<file path="src/rtl/adc_link_pkg.sv">
`timescale 1ns/1ps
package adc_link_pkg;

    localparam int FRAME_BITS = 16;
    localparam int CHAN_POS   = 13;
    localparam int MODE_POS   = 12;

    typedef enum logic [1:0] {
        PH_IDLE = 2'd0,
        PH_HIGH = 2'd1,
        PH_LOW  = 2'd2
    } phase_e;

    typedef struct packed {
        logic [11:0] data;
        logic        chan;
        logic        chain;
        logic        err;
    } result_t;

    // Command word: next-input bit, and a mode bit that differs from it to keep chain operation.
    function automatic logic [FRAME_BITS-1:0] build_cmd(input logic chan, input logic chain);
        logic [FRAME_BITS-1:0] w;
        w           = '0;
        w[CHAN_POS] = chan;
        w[MODE_POS] = chan ^ chain;
        return w;
    endfunction

endpackage

</file>
<file path="src/rtl/adc_link_timer.sv">
`timescale 1ns/1ps
module adc_link_timer #(
    parameter int HALF_DIV = 4
) (
    input  logic clk,
    input  logic rst_n,
    input  logic run,
    output logic half_end
);
    localparam int            CW   = (HALF_DIV > 1) ? $clog2(HALF_DIV) : 1;
    localparam logic [CW-1:0] LAST = CW'(HALF_DIV - 1);

    logic [CW-1:0] cnt_d, cnt_q;

    always_comb begin
        half_end = run && (cnt_q == LAST);
        if (!run || half_end) begin
            cnt_d = '0;
        end else begin
            cnt_d = cnt_q + 1'b1;
        end
    end

    always_ff @(posedge clk or negedge rst_n) begin
        if (!rst_n) begin
            cnt_q <= '0;
        end else begin
            cnt_q <= cnt_d;
        end
    end
endmodule

</file>
<file path="src/rtl/adc_link_shift.sv">
`timescale 1ns/1ps
module adc_link_shift
    import adc_link_pkg::*;
(
    input  logic                  clk,
    input  logic                  rst_n,
    input  logic                  load,
    input  logic                  load_chan,
    input  logic                  load_chain,
    input  logic                  sample,
    input  logic                  advance,
    input  logic                  sdi,
    output logic                  sdo,
    output logic [FRAME_BITS-1:0] rx_word
);
    typedef struct packed {
        logic [FRAME_BITS-1:0] tx;
        logic [FRAME_BITS-1:0] rx;
    } shift_t;

    shift_t sh_d, sh_q;

    always_comb begin
        sh_d = sh_q;
        if (load) begin
            sh_d.tx = build_cmd(load_chan, load_chain);
        end else if (advance) begin
            sh_d.tx = {sh_q.tx[FRAME_BITS-2:0], 1'b0};
        end
        if (sample) begin
            sh_d.rx = {sh_q.rx[FRAME_BITS-2:0], sdi};
        end
    end

    always_ff @(posedge clk or negedge rst_n) begin
        if (!rst_n) begin
            sh_q <= '0;
        end else begin
            sh_q <= sh_d;
        end
    end

    assign sdo     = sh_q.tx[FRAME_BITS-1];
    assign rx_word = sh_q.rx;
endmodule

</file>
<file path="src/rtl/adc_link_decode.sv">
`timescale 1ns/1ps
module adc_link_decode
    import adc_link_pkg::*;
#(
    parameter int RES_BITS = 12
) (
    input  logic [FRAME_BITS-1:0] word,
    output result_t               res
);
    logic lead_bad;

    assign lead_bad = |word[FRAME_BITS-1:FRAME_BITS-2];

    generate
        if (RES_BITS == 10) begin : g_ten
            always_comb begin
                res.data  = {2'b00, word[11:2]};
                res.chan  = word[CHAN_POS];
                res.chain = word[CHAN_POS] ^ word[MODE_POS];
                res.err   = lead_bad | (|word[1:0]);
            end
        end else begin : g_twelve
            always_comb begin
                res.data  = word[11:0];
                res.chan  = word[CHAN_POS];
                res.chain = word[CHAN_POS] ^ word[MODE_POS];
                res.err   = lead_bad;
            end
        end
    endgenerate
endmodule

</file>
<file path="src/rtl/adc_link_ctrl.sv">
`timescale 1ns/1ps
module adc_link_ctrl
    import adc_link_pkg::*;
#(
    parameter int HALF_DIV = 4,
    parameter int RES_BITS = 12
) (
    input  logic        clk,
    input  logic        rst_n,
    input  logic        req_valid,
    input  logic        req_chan,
    input  logic        req_chain,
    output logic        busy,
    output logic        cs_n,
    output logic        sclk,
    output logic        sdo,
    input  logic        sdi,
    output logic        res_valid,
    output logic [11:0] res_data,
    output logic        res_chan,
    output logic        res_chain,
    output logic        res_err
);
    localparam int            BW       = $clog2(FRAME_BITS);
    localparam logic [BW-1:0] LAST_BIT = BW'(FRAME_BITS - 1);

    typedef struct packed {
        phase_e        phase;
        logic [BW-1:0] bit_cnt;
        result_t       res;
        logic          res_valid;
    } ctrl_t;

    ctrl_t                 st_d, st_q;
    logic                  half_end;
    logic                  accept;
    logic                  sample;
    logic                  advance;
    logic [FRAME_BITS-1:0] rx_word;
    result_t               dec;

    assign accept  = req_valid && (st_q.phase == PH_IDLE);
    assign sample  = (st_q.phase == PH_HIGH) && half_end;
    assign advance = (st_q.phase == PH_LOW) && half_end;

    adc_link_timer #(.HALF_DIV(HALF_DIV)) u_timer (
        .clk      (clk),
        .rst_n    (rst_n),
        .run      (st_q.phase != PH_IDLE),
        .half_end (half_end)
    );

    adc_link_shift u_shift (
        .clk        (clk),
        .rst_n      (rst_n),
        .load       (accept),
        .load_chan  (req_chan),
        .load_chain (req_chain),
        .sample     (sample),
        .advance    (advance),
        .sdi        (sdi),
        .sdo        (sdo),
        .rx_word    (rx_word)
    );

    adc_link_decode #(.RES_BITS(RES_BITS)) u_decode (
        .word (rx_word),
        .res  (dec)
    );

    always_comb begin
        st_d           = st_q;
        st_d.res_valid = 1'b0;
        unique case (st_q.phase)
            PH_IDLE: begin
                if (accept) begin
                    st_d.phase   = PH_HIGH;
                    st_d.bit_cnt = '0;
                end
            end
            PH_HIGH: begin
                if (half_end) begin
                    st_d.phase = PH_LOW;
                end
            end
            PH_LOW: begin
                if (half_end) begin
                    if (st_q.bit_cnt == LAST_BIT) begin
                        st_d.phase     = PH_IDLE;
                        st_d.res       = dec;
                        st_d.res_valid = 1'b1;
                    end else begin
                        st_d.phase   = PH_HIGH;
                        st_d.bit_cnt = st_q.bit_cnt + 1'b1;
                    end
                end
            end
            default: st_d.phase = PH_IDLE;
        endcase
    end

    always_ff @(posedge clk or negedge rst_n) begin
        if (!rst_n) begin
            st_q <= '{phase: PH_IDLE, bit_cnt: '0, res: '0, res_valid: 1'b0};
        end else begin
            st_q <= st_d;
        end
    end

    assign busy      = (st_q.phase != PH_IDLE);
    assign cs_n      = (st_q.phase == PH_IDLE);
    assign sclk      = (st_q.phase != PH_LOW);
    assign res_valid = st_q.res_valid;
    assign res_data  = st_q.res.data;
    assign res_chan  = st_q.res.chan;
    assign res_chain = st_q.res.chain;
    assign res_err   = st_q.res.err;
endmodule

</file>
<file path="config.mk">
export PLATFORM = sky130hd
export DESIGN_NAME = adc_link_ctrl
export DESIGN_NICKNAME = d
export VERILOG_FILES = /design/src/rtl/adc_link_pkg.sv /design/src/rtl/adc_link_timer.sv /design/src/rtl/adc_link_shift.sv /design/src/rtl/adc_link_decode.sv /design/src/rtl/adc_link_ctrl.sv
export SDC_FILE = /design/constraint.sdc
export NUM_CORES = 1
export LEC_CHECK = 0
export ABC_CLOCK_PERIOD_IN_PS = 2900
export BUFFER_PORTS_ARGS = -buffer_cell sky130_fd_sc_hd__buf_2
export CELL_PAD_IN_SITES_DETAIL_PLACEMENT = 0
export CELL_PAD_IN_SITES_GLOBAL_PLACEMENT = 1
export CORE_AREA = 2 2 78 65
export CTS_CLUSTER_DIAMETER = 150
export DETAILED_ROUTE_END_ITERATION = 8
export DIE_AREA = 0 0 80 67
export PLACE_DENSITY_LB_ADDON = 0.25
export SYNTH_ARGS = -nofsm -noshare
export SYNTH_HDL_FRONTEND = slang
export SYNTH_HIERARCHICAL = 1
export SYNTH_SLANG_ARGS = --single-unit
export TNS_END_PERCENT = 5
</file>
<file path="constraint.sdc">
create_clock -name clk -period 2.9 [get_ports clk]
set_input_delay 0.58 -clock clk [delete_from_list [all_inputs] [get_ports clk]]
set_output_delay 0.58 -clock clk [all_outputs]
set_load 0.005 [all_outputs]
</file>
# After elaboration in Yosys (flattened, before gate mapping)
# Cells that the tools add are included.
# totals
elab_cells	49
reg_bits	56
out_inout_bits	20
in_bits	6
# op_classes
n_mux	12
bitwise	2
reduce_logical	14
n_addsub	2
n_eq_ne	9
# op_table
cell	count
2-to-1 mux 16 bit	3
2-to-1 mux 22 bit	1
!= test 2 bit (second input constant)	4
one-hot mux 4 bit (2 select lines)	1
2-to-1 mux 6 bit	1
one-hot mux 2 bit (3 select lines)	1
AND reduction 3 bit	2
nonzero test 2 bit	3
adder 4 x 1 -> 4 bit (second input constant)	1
== test 2 bit (second input constant)	2
== test 4 bit (second input constant)	1
logical AND 1 bit	4
2-to-1 mux 2 bit	2
2-to-1 mux 4 bit	1
AND reduction 4 bit	1
adder 2 x 1 -> 2 bit (second input constant)	1
== test 2 x 1 -> 1 bit (second input constant)	1
zero test 2 bit	1
2-to-1 mux 1 bit	2
!= test 2 x 1 -> 1 bit (second input constant)	1
OR reduction 2 bit	1
XOR 1 bit	2
zero test 1 bit	1
logical OR 1 bit	1

# Longest topological paths before layout
# Gate-level depths: netlist of run 1.
# depth
depth_word	5
mapped_depth	6
mapped_depth_nobuf	6

# Modules after synthesis
# Netlist of run 1, hierarchy kept.
# by_module_without_submodules
module	n_inst	cells_each	seq_area_each_um2	area_per_inst_um2
adc_link_ctrl	1	78	550.5	1071.0
adc_link_shift	1	64	500.5	937.1
adc_link_decode	1	16	0.0	120.1
adc_link_timer	1	6	50.0	91.3

# Worst setup path before layout of run 1
# No wires, ideal clock.
# synth_path
path_type	register to register
start	reg st_q[21] (netlist name)
end	reg u_shift.sh_q, in the netlist u_shift/rx_word[10]
slack_ns	1.072
period_less_slack_ns	1.828
stages_incl_launch_ff	7
path_buffers	2
setup_time_ns	0.125
required_time_ns	2.775
arrival_ns	1.703
path_cell_list	dfrtp_1 > or2_2 > and2_2 > and3b_1 > buf_6 > buf_12 > mux2_4
# synth_between
elab_chain_cells	3
elab_cells_between_ends	4
cone_classes	eq/ne: 1; reduce/logical: 3
# synth_lines
element	line_no	source
start, declared	adc_link_ctrl.sv:34	ctrl_t st_d, st_q;
start signal, assigned	adc_link_ctrl.sv:104	st_q <= '{phase: PH_IDLE, bit_cnt: '0, res: '0, res_valid: 1'b0};
start signal, assigned	adc_link_ctrl.sv:106	st_q <= st_d;
nonzero test 2 bit	--	
net busy	adc_link_ctrl.sv:13	output logic busy,
logical AND 1 bit	adc_link_timer.sv:16	half_end = run && (cnt_q == LAST);
net half_end	adc_link_ctrl.sv:35	logic half_end;
logical AND 1 bit	adc_link_ctrl.sv:43	assign sample = (st_q.phase == PH_HIGH) && half_end;
net sample	adc_link_ctrl.sv:37	logic sample;
end signal, assigned	adc_link_shift.sv:37	sh_q <= '0;
end signal, assigned	adc_link_shift.sv:39	sh_q <= sh_d;
end, declared	adc_link_shift.sv:21	shift_t sh_d, sh_q;
# The timed path passes the listed nets, and every way through them passes these cells.
# A chain may end at the register's enable or synchronous reset.

# Worst setup path after layout of run 1
# layout_path
start	reg st_q[21] (netlist name)
end	reg u_shift.sh_q, in the netlist u_shift/rx_word[13]
# layout_between
elab_chain_cells	3
elab_cells_between_ends	4
cone_classes	eq/ne: 1; reduce/logical: 3
# layout_lines
element	line_no	source
nonzero test 2 bit	adc_link_ctrl.sv:49	.run (st_q.phase != PH_IDLE),
logical AND 1 bit	adc_link_timer.sv:16	
net half_end	adc_link_ctrl.sv:35	
logical AND 1 bit	adc_link_ctrl.sv:43	
net sample	adc_link_ctrl.sv:37	
# The timed path passes the listed nets, and every way through them passes these cells.

==> results of run 1 <==
## final cells by class
| cell class | instances | area [µm²] |
|---|---|---|
| clock buffer | 6 | 72.6 |
| clock inverter | 2 | 35.0 |
| fill | 414 | 2350 |
| inverter | 3 | 11.3 |
| multi-input combinational | 72 | 741 |
| sequential | 44 | 1100 |
| tap | 60 | 75.1 |
| timing repair buffer | 25 | 125 |
## kinds of logic (layout without fill, tap and decap cells)
logic type	Yosys count	after routing	share of synthesized area (%)
AO/OA/AOI/OAI	10	10	3.04
XOR/XNOR	4	4	1.58
adder cells (fa/ha/maj)	2	2	1.13
buffers and inverters	48	36	17.0
flip-flops	44	44	49.6
multiplexers	34	34	20.3
AND/OR/NAND/NOR	22	22	7.33
## Yosys cell counts, drive strengths merged
cell      n
buf      45
o211ai    2
inv       3
nand2     4
and3b     2
or2b      1
a22o      1
or3b      1
xnor2     1
nor2      6
or2       2
xor2      3
o21bai    1
mux2     31
mux2i     3
ha        2
nand3     2
o21ai     3
o2bb2ai   1
a21o      1
a21oi     1
and2      1
dfrtp    44
nor3b     2
nand3b    1
## sequential cells by signal (all words and copies together), names as in the netlist
register	cells
res_chain	1
res_chan	1
res_data	12
res_err	1
res_valid	1
st_q	6
u_shift/rx_word	16
u_shift/sdo	1
u_shift/sh_q	3
u_timer/cnt_q	2
## routing by layer
metal	up-vias	track usage (%)
li1	483	-
met3	7	4.07
met2	25	18.8
met1	527	18.3
met4	0	6.36
met5	-	0
## worst max path at each step
stage          startpoint                   to  slack [ns]  depth (start not counted)
4_1_cts          st_q[21]  u_shift/rx_word[12]        0.71                          4
3_3_place_gp     st_q[21]  u_shift/rx_word[13]        0.82                          4
3_5_place_dp     st_q[21]   u_shift/rx_word[1]        0.73                          4
2_1_floorplan    st_q[21]  u_shift/rx_word[10]        1.07                          6
5_1_grt          st_q[21]  u_shift/rx_word[12]        0.59                          4
6_report         st_q[21]  u_shift/rx_word[13]        0.74                          4
## power groups by stage
stage	Sequential (mW)	Combinational [mW]	Clock (mW)
floorplan	0.742	0.287	0
global placement	0.755	0.237	0
detailed placement	0.759	0.246	0
CTS	0.747	0.247	0.473
global route	0.757	0.270	0.503
finish	0.746	0.242	0.459
==> results.json, run 1 <==
{
  "status": "complete, no violations",
  "finalInstanceArea_mm2": 0.00216,
  "coreArea_mm2": 0.00451,
  "syn_inst": 164,
  "routedWlPerCell_um": 14.3,
  "syn2layout_area_growth_pct": -2.65,
  "placed_cell_area_mm2": 0.00205,
  "rsz0062_at_grt": "false",
  "p_leak_nw": 1.16,
  "globalRouteTotalUtil_pct": 13.2,
  "clockPowerShare_pct": 31.7,
  "top_layer": "met4",
  "ctsRootBufferMaster": "clkbuf_8",
  "slowest_delay_ns": 0.79,
  "rows": 22,
  "worst_pin_slew_ns": 0.946,
  "cp_data_arrival_time_ns": 2.35,
  "wl_mm": 3.03,
  "r2r-end": "u_shift/rx_word[13]",
  "cts_sinks": 44,
  "synth_cell_types": 33,
  "num-nets-final": 159,
  "hp-class": "in -> async",
  "crit_path_end_kind": "register",
  "ir_worst_vdd_mv": 0.316,
  "finalSetupTns_ns": 0,
  "synth_nets": 172,
  "io_pins": 26,
  "comb_power_share_pct": 16.7,
  "synth.area.top_cells": "dfrtp_1, buf_4, mux2_4, mux2_2, buf_12",
  "path_max_fanout": 17,
  "die_x_um": 80,
  "final_common_cell": "dfrtp_1",
  "skew_ns": 0.00600,
  "cts_tree": "done",
  "start_util_pct": 49.2,
  "ys_warn_count": 6,
  "reg2reg_depth": 4,
  "clock_latency_ns": 0.30,
  "finish.utilization_pct": 47.9,
  "slowest_stage": "and3b_1",
  "critical_path_buf_inv_count": 0,
  "grt_max_degree": 45,
  "hold_viol": 0,
  "power_mw": 1.45,
  "cts_resized": 0,
  "whs_ns": 0.421,
  "layout_common_cells": "dfrtp_1, buf_2, mux2_4",
  "drt-pass1-iter-count": 4,
  "min_period_over_period_pct": 74.6,
  "final-max-slew-violation-count": 0,
  "place_ws_ns": 0.731,
  "critPathKind": "reg -> reg",
  "antenna_cells": 0,
  "p_int_mw": 1.08,
  "die_h_um": 67,
  "dp_hpwl_mm": 2.03,
  "htreeDepth": 2,
  "power_density_mw_per_mm2": 670,
  "swShare_pct": 25.7,
  "cts_setup_buffers": 0,
  "wl_met3_um": 126,
  "drive_gt1_share_pct": 46.1,
  "critPathLaunchType": "register",
  "drt_iter0_markers": 83,
  "wl_met2_mm": 1.36,
  "ctsHoldBuffers": 0,
  "vias": 1042,
  "syn_avg_cell_area_um2": 13.5,
  "final-setup-viol-count": 0,
  "yosysTopAreaCell": "dfrtp_1",
  "post-route-min-period_ns": 2.16,
  "finalWorstSetupSlack_ns": 0.736,
  "seq_area_frac_synth_pct": 49.6,
  "ys_seq_elements": 44,
  "avgViaCountPerCell": 4.92,
  "cts_buffers": 5,
  "max-clock-path-buffers": 2,
  "r2r-start": "st_q[21]",
  "worstPathCellList": "or2_2, and2_2, and3b_1, mux2_2",
  "fmax_mhz": 462,
  "drt-met1-wl_mm": 1.49,
  "final_cells": 212,
  "gp_congestion": 0.718,
  "placedCellCount": 204,
  "maxSlewHeadroom_pct": 36.9,
  "die_area_mm2": 0.00536,
  "drtAntennaViolNets": 0,
  "clkSlewWorstSetupHoldPaths_ns": 0.08,
  "grt_overflow": 0,
  "cap_violations": 0,
  "synth_top_area_share_pct": 49.6,
  "netlist_area_mm2": 0.00222,
  "rrSetupSlack_ns": 0.74,
  "p_seq_share_pct": 51.6,
  "crit_family": "simple AND/OR/NAND/NOR gates",
  "portBuffers": 25,
  "route.detailed.drc": 0,
  "required_ns": 3.08,
  "grt_pass1_vias": 1035,
  "p_sw_uw": 371,
  "antenna_found_initial": 0,
  "grt_first_pass_wirelength_mm": 5.22
}
(Power assumes the default switching activity.)
==> inputs of run 2 (changes only) <==
Settings changed: ABC_CLOCK_PERIOD_IN_PS 2900 to 2200, CORE_AREA 2 2 78 65 to 2 2 80 67, DIE_AREA 0 0 80 67 to 0 0 82 69.
Clock period 2.9 ns to 2.2 ns, I/O delays scaled along.
==> results.json, run 2 (synthesized netlist as in run 1, its figures left out) <==
{
  "route.detailed.drc": 0,
  "final_common_cell": "dfrtp_1",
  "power_mw": 1.81,
  "ctsRootBufferMaster": "clkbuf_8",
  "final-max-slew-violation-count": 0,
  "cts_setup_buffers": 0,
  "layout_common_cells": "dfrtp_1, buf_2, mux2_4",
  "rows": 23,
  "drt-pass1-iter-count": 4,
  "cts_sinks": 44,
  "power_density_mw_per_mm2": 836,
  "finish.utilization_pct": 44.8,
  "crit_path_end_kind": "register",
  "portBuffers": 25,
  "placedCellCount": 208,
  "die_x_um": 82,
  "cap_violations": 0,
  "grt_overflow": 0,
  "start_util_pct": 45.9,
  "drive_gt1_share_pct": 48.1,
  "drtAntennaViolNets": 0,
  "routedWlPerCell_um": 13.3,
  "required_ns": 2.37,
  "cts_buffers": 5,
  "grt_max_degree": 45,
  "status": "complete, no violations",
  "final_cells": 216,
  "final-setup-viol-count": 0,
  "slowest_delay_ns": 0.43,
  "ctsHoldBuffers": 0,
  "finalSetupTns_ns": 0,
  "antenna_cells": 0,
  "die_area_mm2": 0.00566,
  "coreArea_mm2": 0.00483,
  "critPathKind": "reg -> reg",
  "ir_worst_vdd_mv": 0.360,
  "path_max_fanout": 17,
  "gp_congestion": 0.659,
  "antenna_found_initial": 0,
  "drt_iter0_markers": 37,
  "num-nets-final": 161,
  "worst_pin_slew_ns": 0.546,
  "slowest_stage": "dfrtp_1",
  "cp_data_arrival_time_ns": 2.04,
  "worstPathCellList": "or2_2, and2_2, and3b_2, mux2_4",
  "syn2layout_area_growth_pct": -2.48,
  "vias": 1019,
  "skew_ns": 0.00552,
  "min_period_over_period_pct": 84.8,
  "dp_hpwl_mm": 1.98,
  "critPathLaunchType": "register",
  "globalRouteTotalUtil_pct": 11.7,
  "post-route-min-period_ns": 1.87,
  "largest_reg_flops": 16,
  "p_leak_nw": 1.17,
  "clkSlewWorstSetupHoldPaths_ns": 0.08,
  "grt_first_pass_wirelength_mm": 5.02,
  "io_pins": 26,
  "grt_pass1_vias": 1065,
  "hp-class": "in -> async",
  "max-clock-path-buffers": 2,
  "avgViaCountPerCell": 4.72,
  "cts_resized": 0,
  "wl_mm": 2.86,
  "hold_viol": 0,
  "fmax_mhz": 536,
  "htreeDepth": 2,
  "fillers": 470,
  "rsz0062_at_grt": "false",
  "die_h_um": 69,
  "cts_tree": "done",
  "maxSlewHeadroom_pct": 63.6,
  "clock_latency_ns": 0.29
}
run 2: cell types whose count changed in the layout (fill, tap and decap cells not counted):
cell       previous run  this run
clkbuf_1              1         0
and3b_2               0         1
clkinv_2              1         2
bufinv_16             1         0
buf_4                 0         2
and3b_1               2         1
clkbuf_8              5         6
run 2: layout make-up:
type / instances / area [µm²] / area share (%)
Clock inverter: 2 / 10.0 / 0.462
Tap cell: 62 / 77.6 / 3.58
Multi-Input combinational cell: 72 / 742 / 34.3
Clock buffer: 6 / 82.6 / 3.82
Inverter: 3 / 11.3 / 0.520
Sequential cell: 44 / 1100 / 50.9
Timing Repair Buffer: 27 / 140 / 6.47
run 2: metrics by stage:
step | setup slack (ns) | hold slack (ns) | area, µm²
3_3_place_gp | 0.142 | 0.439 | 2070
3_5_place_dp | 0.103 | 0.451 | 2070
4_1_cts | 0.0790 | 0.229 | 2160
5_1_grt | 0.251 | 0.260 | 2160
2_1_floorplan | 0.372 | 0.144 | 2220
6_report | 0.334 | 0.214 | 2160
run 2: final timing paths:
path | start | endpoint | slack, ns | cells after the start
worst min-delay path | rst_n | u_timer/cnt_q[0] | 0.21 | 2
min in group clk | sdi | u_shift/rx_word[0] | 0.38 | 2
worst min register to register | u_timer/cnt_q[0] | u_timer/cnt_q[0] | 0.47 | 1
worst max register to register | st_q[20] | u_shift/rx_word[9] | 0.33 | 4
max in group asynchronous | rst_n | u_shift/rx_word[9] | 1.61 | 2
worst max-delay path | st_q[20] | u_shift/rx_word[9] | 0.33 | 4
run 2: metal layers:
layer | wire length [µm] | vias up | share of wire (%) | global-route usage [%]
li1 | - | 487 | - | -
met3 | 146 | 5 | 5.1 | 3.66
met4 | 46 | 0 | 1.6 | 5.56
met2 | 1290 | 22 | 45 | 16.4
met5 | 0 | - | 0 | 0
met1 | 1380 | 505 | 48 | 16.1
run 2: report_power, final:
group	leakage (nW)	internal [mW]	switching [mW]
logic	0.519	0.182	0.146
clock network	0.0510	0.250	0.255
registers	0.596	0.906	0.0709
total	1.17	1.34	0.471
run 2: worst max-delay path, delay by kind of cell, from the launching register on:
family	cells	cell delay, ns
mux	1	0.36
flops	1	0.43
simple gates	3	0.95
==> inputs of run 3 (changes only) <==
Settings changed: ABC_CLOCK_PERIOD_IN_PS 2200 to 1800.
Clock period 2.2 ns to 1.8 ns, I/O delays scaled along.
==> results.json, run 3 (synthesized netlist as in run 1, its figures left out) <==
{
  "grtUsageMet2_pct": 18.2,
  "routedWlPerCell_um": 13.9,
  "cp_data_arrival_time_ns": 1.88,
  "hold_viol": 0,
  "syn2layout_area_growth_pct": 3.95,
  "portBuffers": 25,
  "finalWorstSetupSlack_ns": 0.0957,
  "critPathLaunchType": "register",
  "coreArea_mm2": 0.00483,
  "power_mw": 2.67,
  "regArea_mm2": 0.00110,
  "clock_latency_ns": 0.29,
  "io_pins": 26,
  "hp-class": "in -> async",
  "final_cells": 221,
  "gp_congestion": 0.664,
  "cap_violations": 0,
  "grt_first_pass_wirelength_mm": 5.31,
  "critPathKind": "reg -> reg",
  "largest_reg_flops": 16,
  "drtAntennaViolNets": 0,
  "grt_max_degree": 45,
  "wl_mm": 3.07,
  "slowest_delay_ns": 0.37,
  "clkSlewWorstSetupHoldPaths_ns": 0.08,
  "skew_ns": 0.00796,
  "fmax_mhz": 587,
  "cts_sinks": 44,
  "crit_family": "simple AND/OR/NAND/NOR gates",
  "critical_path_buf_inv_count": 1,
  "start_util_pct": 45.9,
  "maxSlewHeadroom_pct": 63.0,
  "use_met1_pct": 16.8,
  "cts_resized": 0,
  "power_density_mw_per_mm2": 1160,
  "path_max_fanout": 7,
  "die_area_mm2": 0.00566,
  "placedCellCount": 210,
  "dp_hpwl_mm": 2.08,
  "grtUsageMet3_pct": 3.93,
  "post-route-min-period_ns": 1.70,
  "rows": 23,
  "multi_input_area_um2": 743,
  "grt.busiest_layer": "met2",
  "place_ws_ns": 0.0282,
  "drt_iter0_markers": 59,
  "worstPathCellList": "ha_1, and2_2, nand3b_4, nor2_8, buf_4, mux2_4",
  "rsz0062_at_grt": "false",
  "ctsHoldBuffers": 0,
  "htreeDepth": 2,
  "final-max-slew-violation-count": 0,
  "globalRouteTotalUtil_pct": 12.3,
  "cts_buffers": 5,
  "slowest_stage": "dfrtp_1",
  "vias": 1034,
  "route.detailed.drc": 0,
  "final_common_cell": "dfrtp_1",
  "ir_worst_vdd_mv": 0.466,
  "placed_cell_area_mm2": 0.00210,
  "ctsRootBufferMaster": "clkbuf_8",
  "antenna_found_initial": 0,
  "drt-pass1-iter-count": 2,
  "fillers": 453,
  "die_x_um": 82,
  "required_ns": 1.98,
  "avgViaCountPerCell": 4.68,
  "crit_path_end_kind": "register",
  "grt_pass1_vias": 1097,
  "drive_gt1_share_pct": 49.1,
  "p_leak_nw": 1.23,
  "max-clock-path-buffers": 2,
  "layout_common_cells": "dfrtp_1, buf_2, mux2_4",
  "status": "complete, no violations",
  "die_h_um": 69,
  "grt_overflow": 0,
  "final-setup-viol-count": 0,
  "worst_pin_slew_ns": 0.556,
  "finalInstanceArea_mm2": 0.00231,
  "cts_setup_buffers": 0,
  "num-nets-final": 166,
  "cts_tree": "done",
  "antenna_cells": 0,
  "min_period_over_period_pct": 94.7,
  "finalSetupTns_ns": 0
}
## run 3: cell types whose count changed in the layout (fill, tap and decap cells not counted), moves of 2 or more
| cell | previous run | this run |
|---|---|---|
| bufinv_16 | 0 | 3 |
| clkinv_2 | 2 | 0 |
| buf_12 | 0 | 3 |
| buf_4 | 2 | 4 |
## run 3: metal layers
metal / share of wire (%) / wire length [µm]
met5: 0 / 0
met1: 49 / 1500
met4: 1.0 / 32
met3: 4.8 / 146
met2: 45 / 1390
## run 3: through the flow
stage	util, %	hold slack, ns
2_1_floorplan	-	0.0644
3_3_place_gp	43.5	0.442
3_5_place_dp	43.5	0.444
4_1_cts	46.7	0.152
5_1_grt	47.7	0.182
6_report	47.7	0.138
## run 3: worst paths after layout
path	start	endpoint	slack, ns	cells past startpoint
setup reg to reg	u_timer/cnt_q[0]	res_err	0.1	6
min in group clk	sdi	u_shift/rx_word[0]	0.31	2
max in group asynchronous	rst_n	res_chan	1.28	2
hold / removal	rst_n	u_timer/cnt_q[1]	0.14	2
setup / recovery	u_timer/cnt_q[0]	res_err	0.1	6
hold reg to reg	u_timer/cnt_q[0]	u_timer/cnt_q[0]	0.46	1
## run 3: area by class of cell
cell class,count,area share (%)
sequential,44,47.7
multi-input combinational,72,32.2
timing repair buffer,32,9.33
clock inverter,3,3.90
inverter,3,0.488
tap,62,3.36
clock buffer,5,2.98
## run 3: where the power goes
group          leakage (nW)  switching [mW]  internal [mW]
clock                0.0784           0.328          0.694
combinational         0.555           0.200          0.256
sequential            0.596          0.0841           1.11
total                  1.23           0.613           2.06
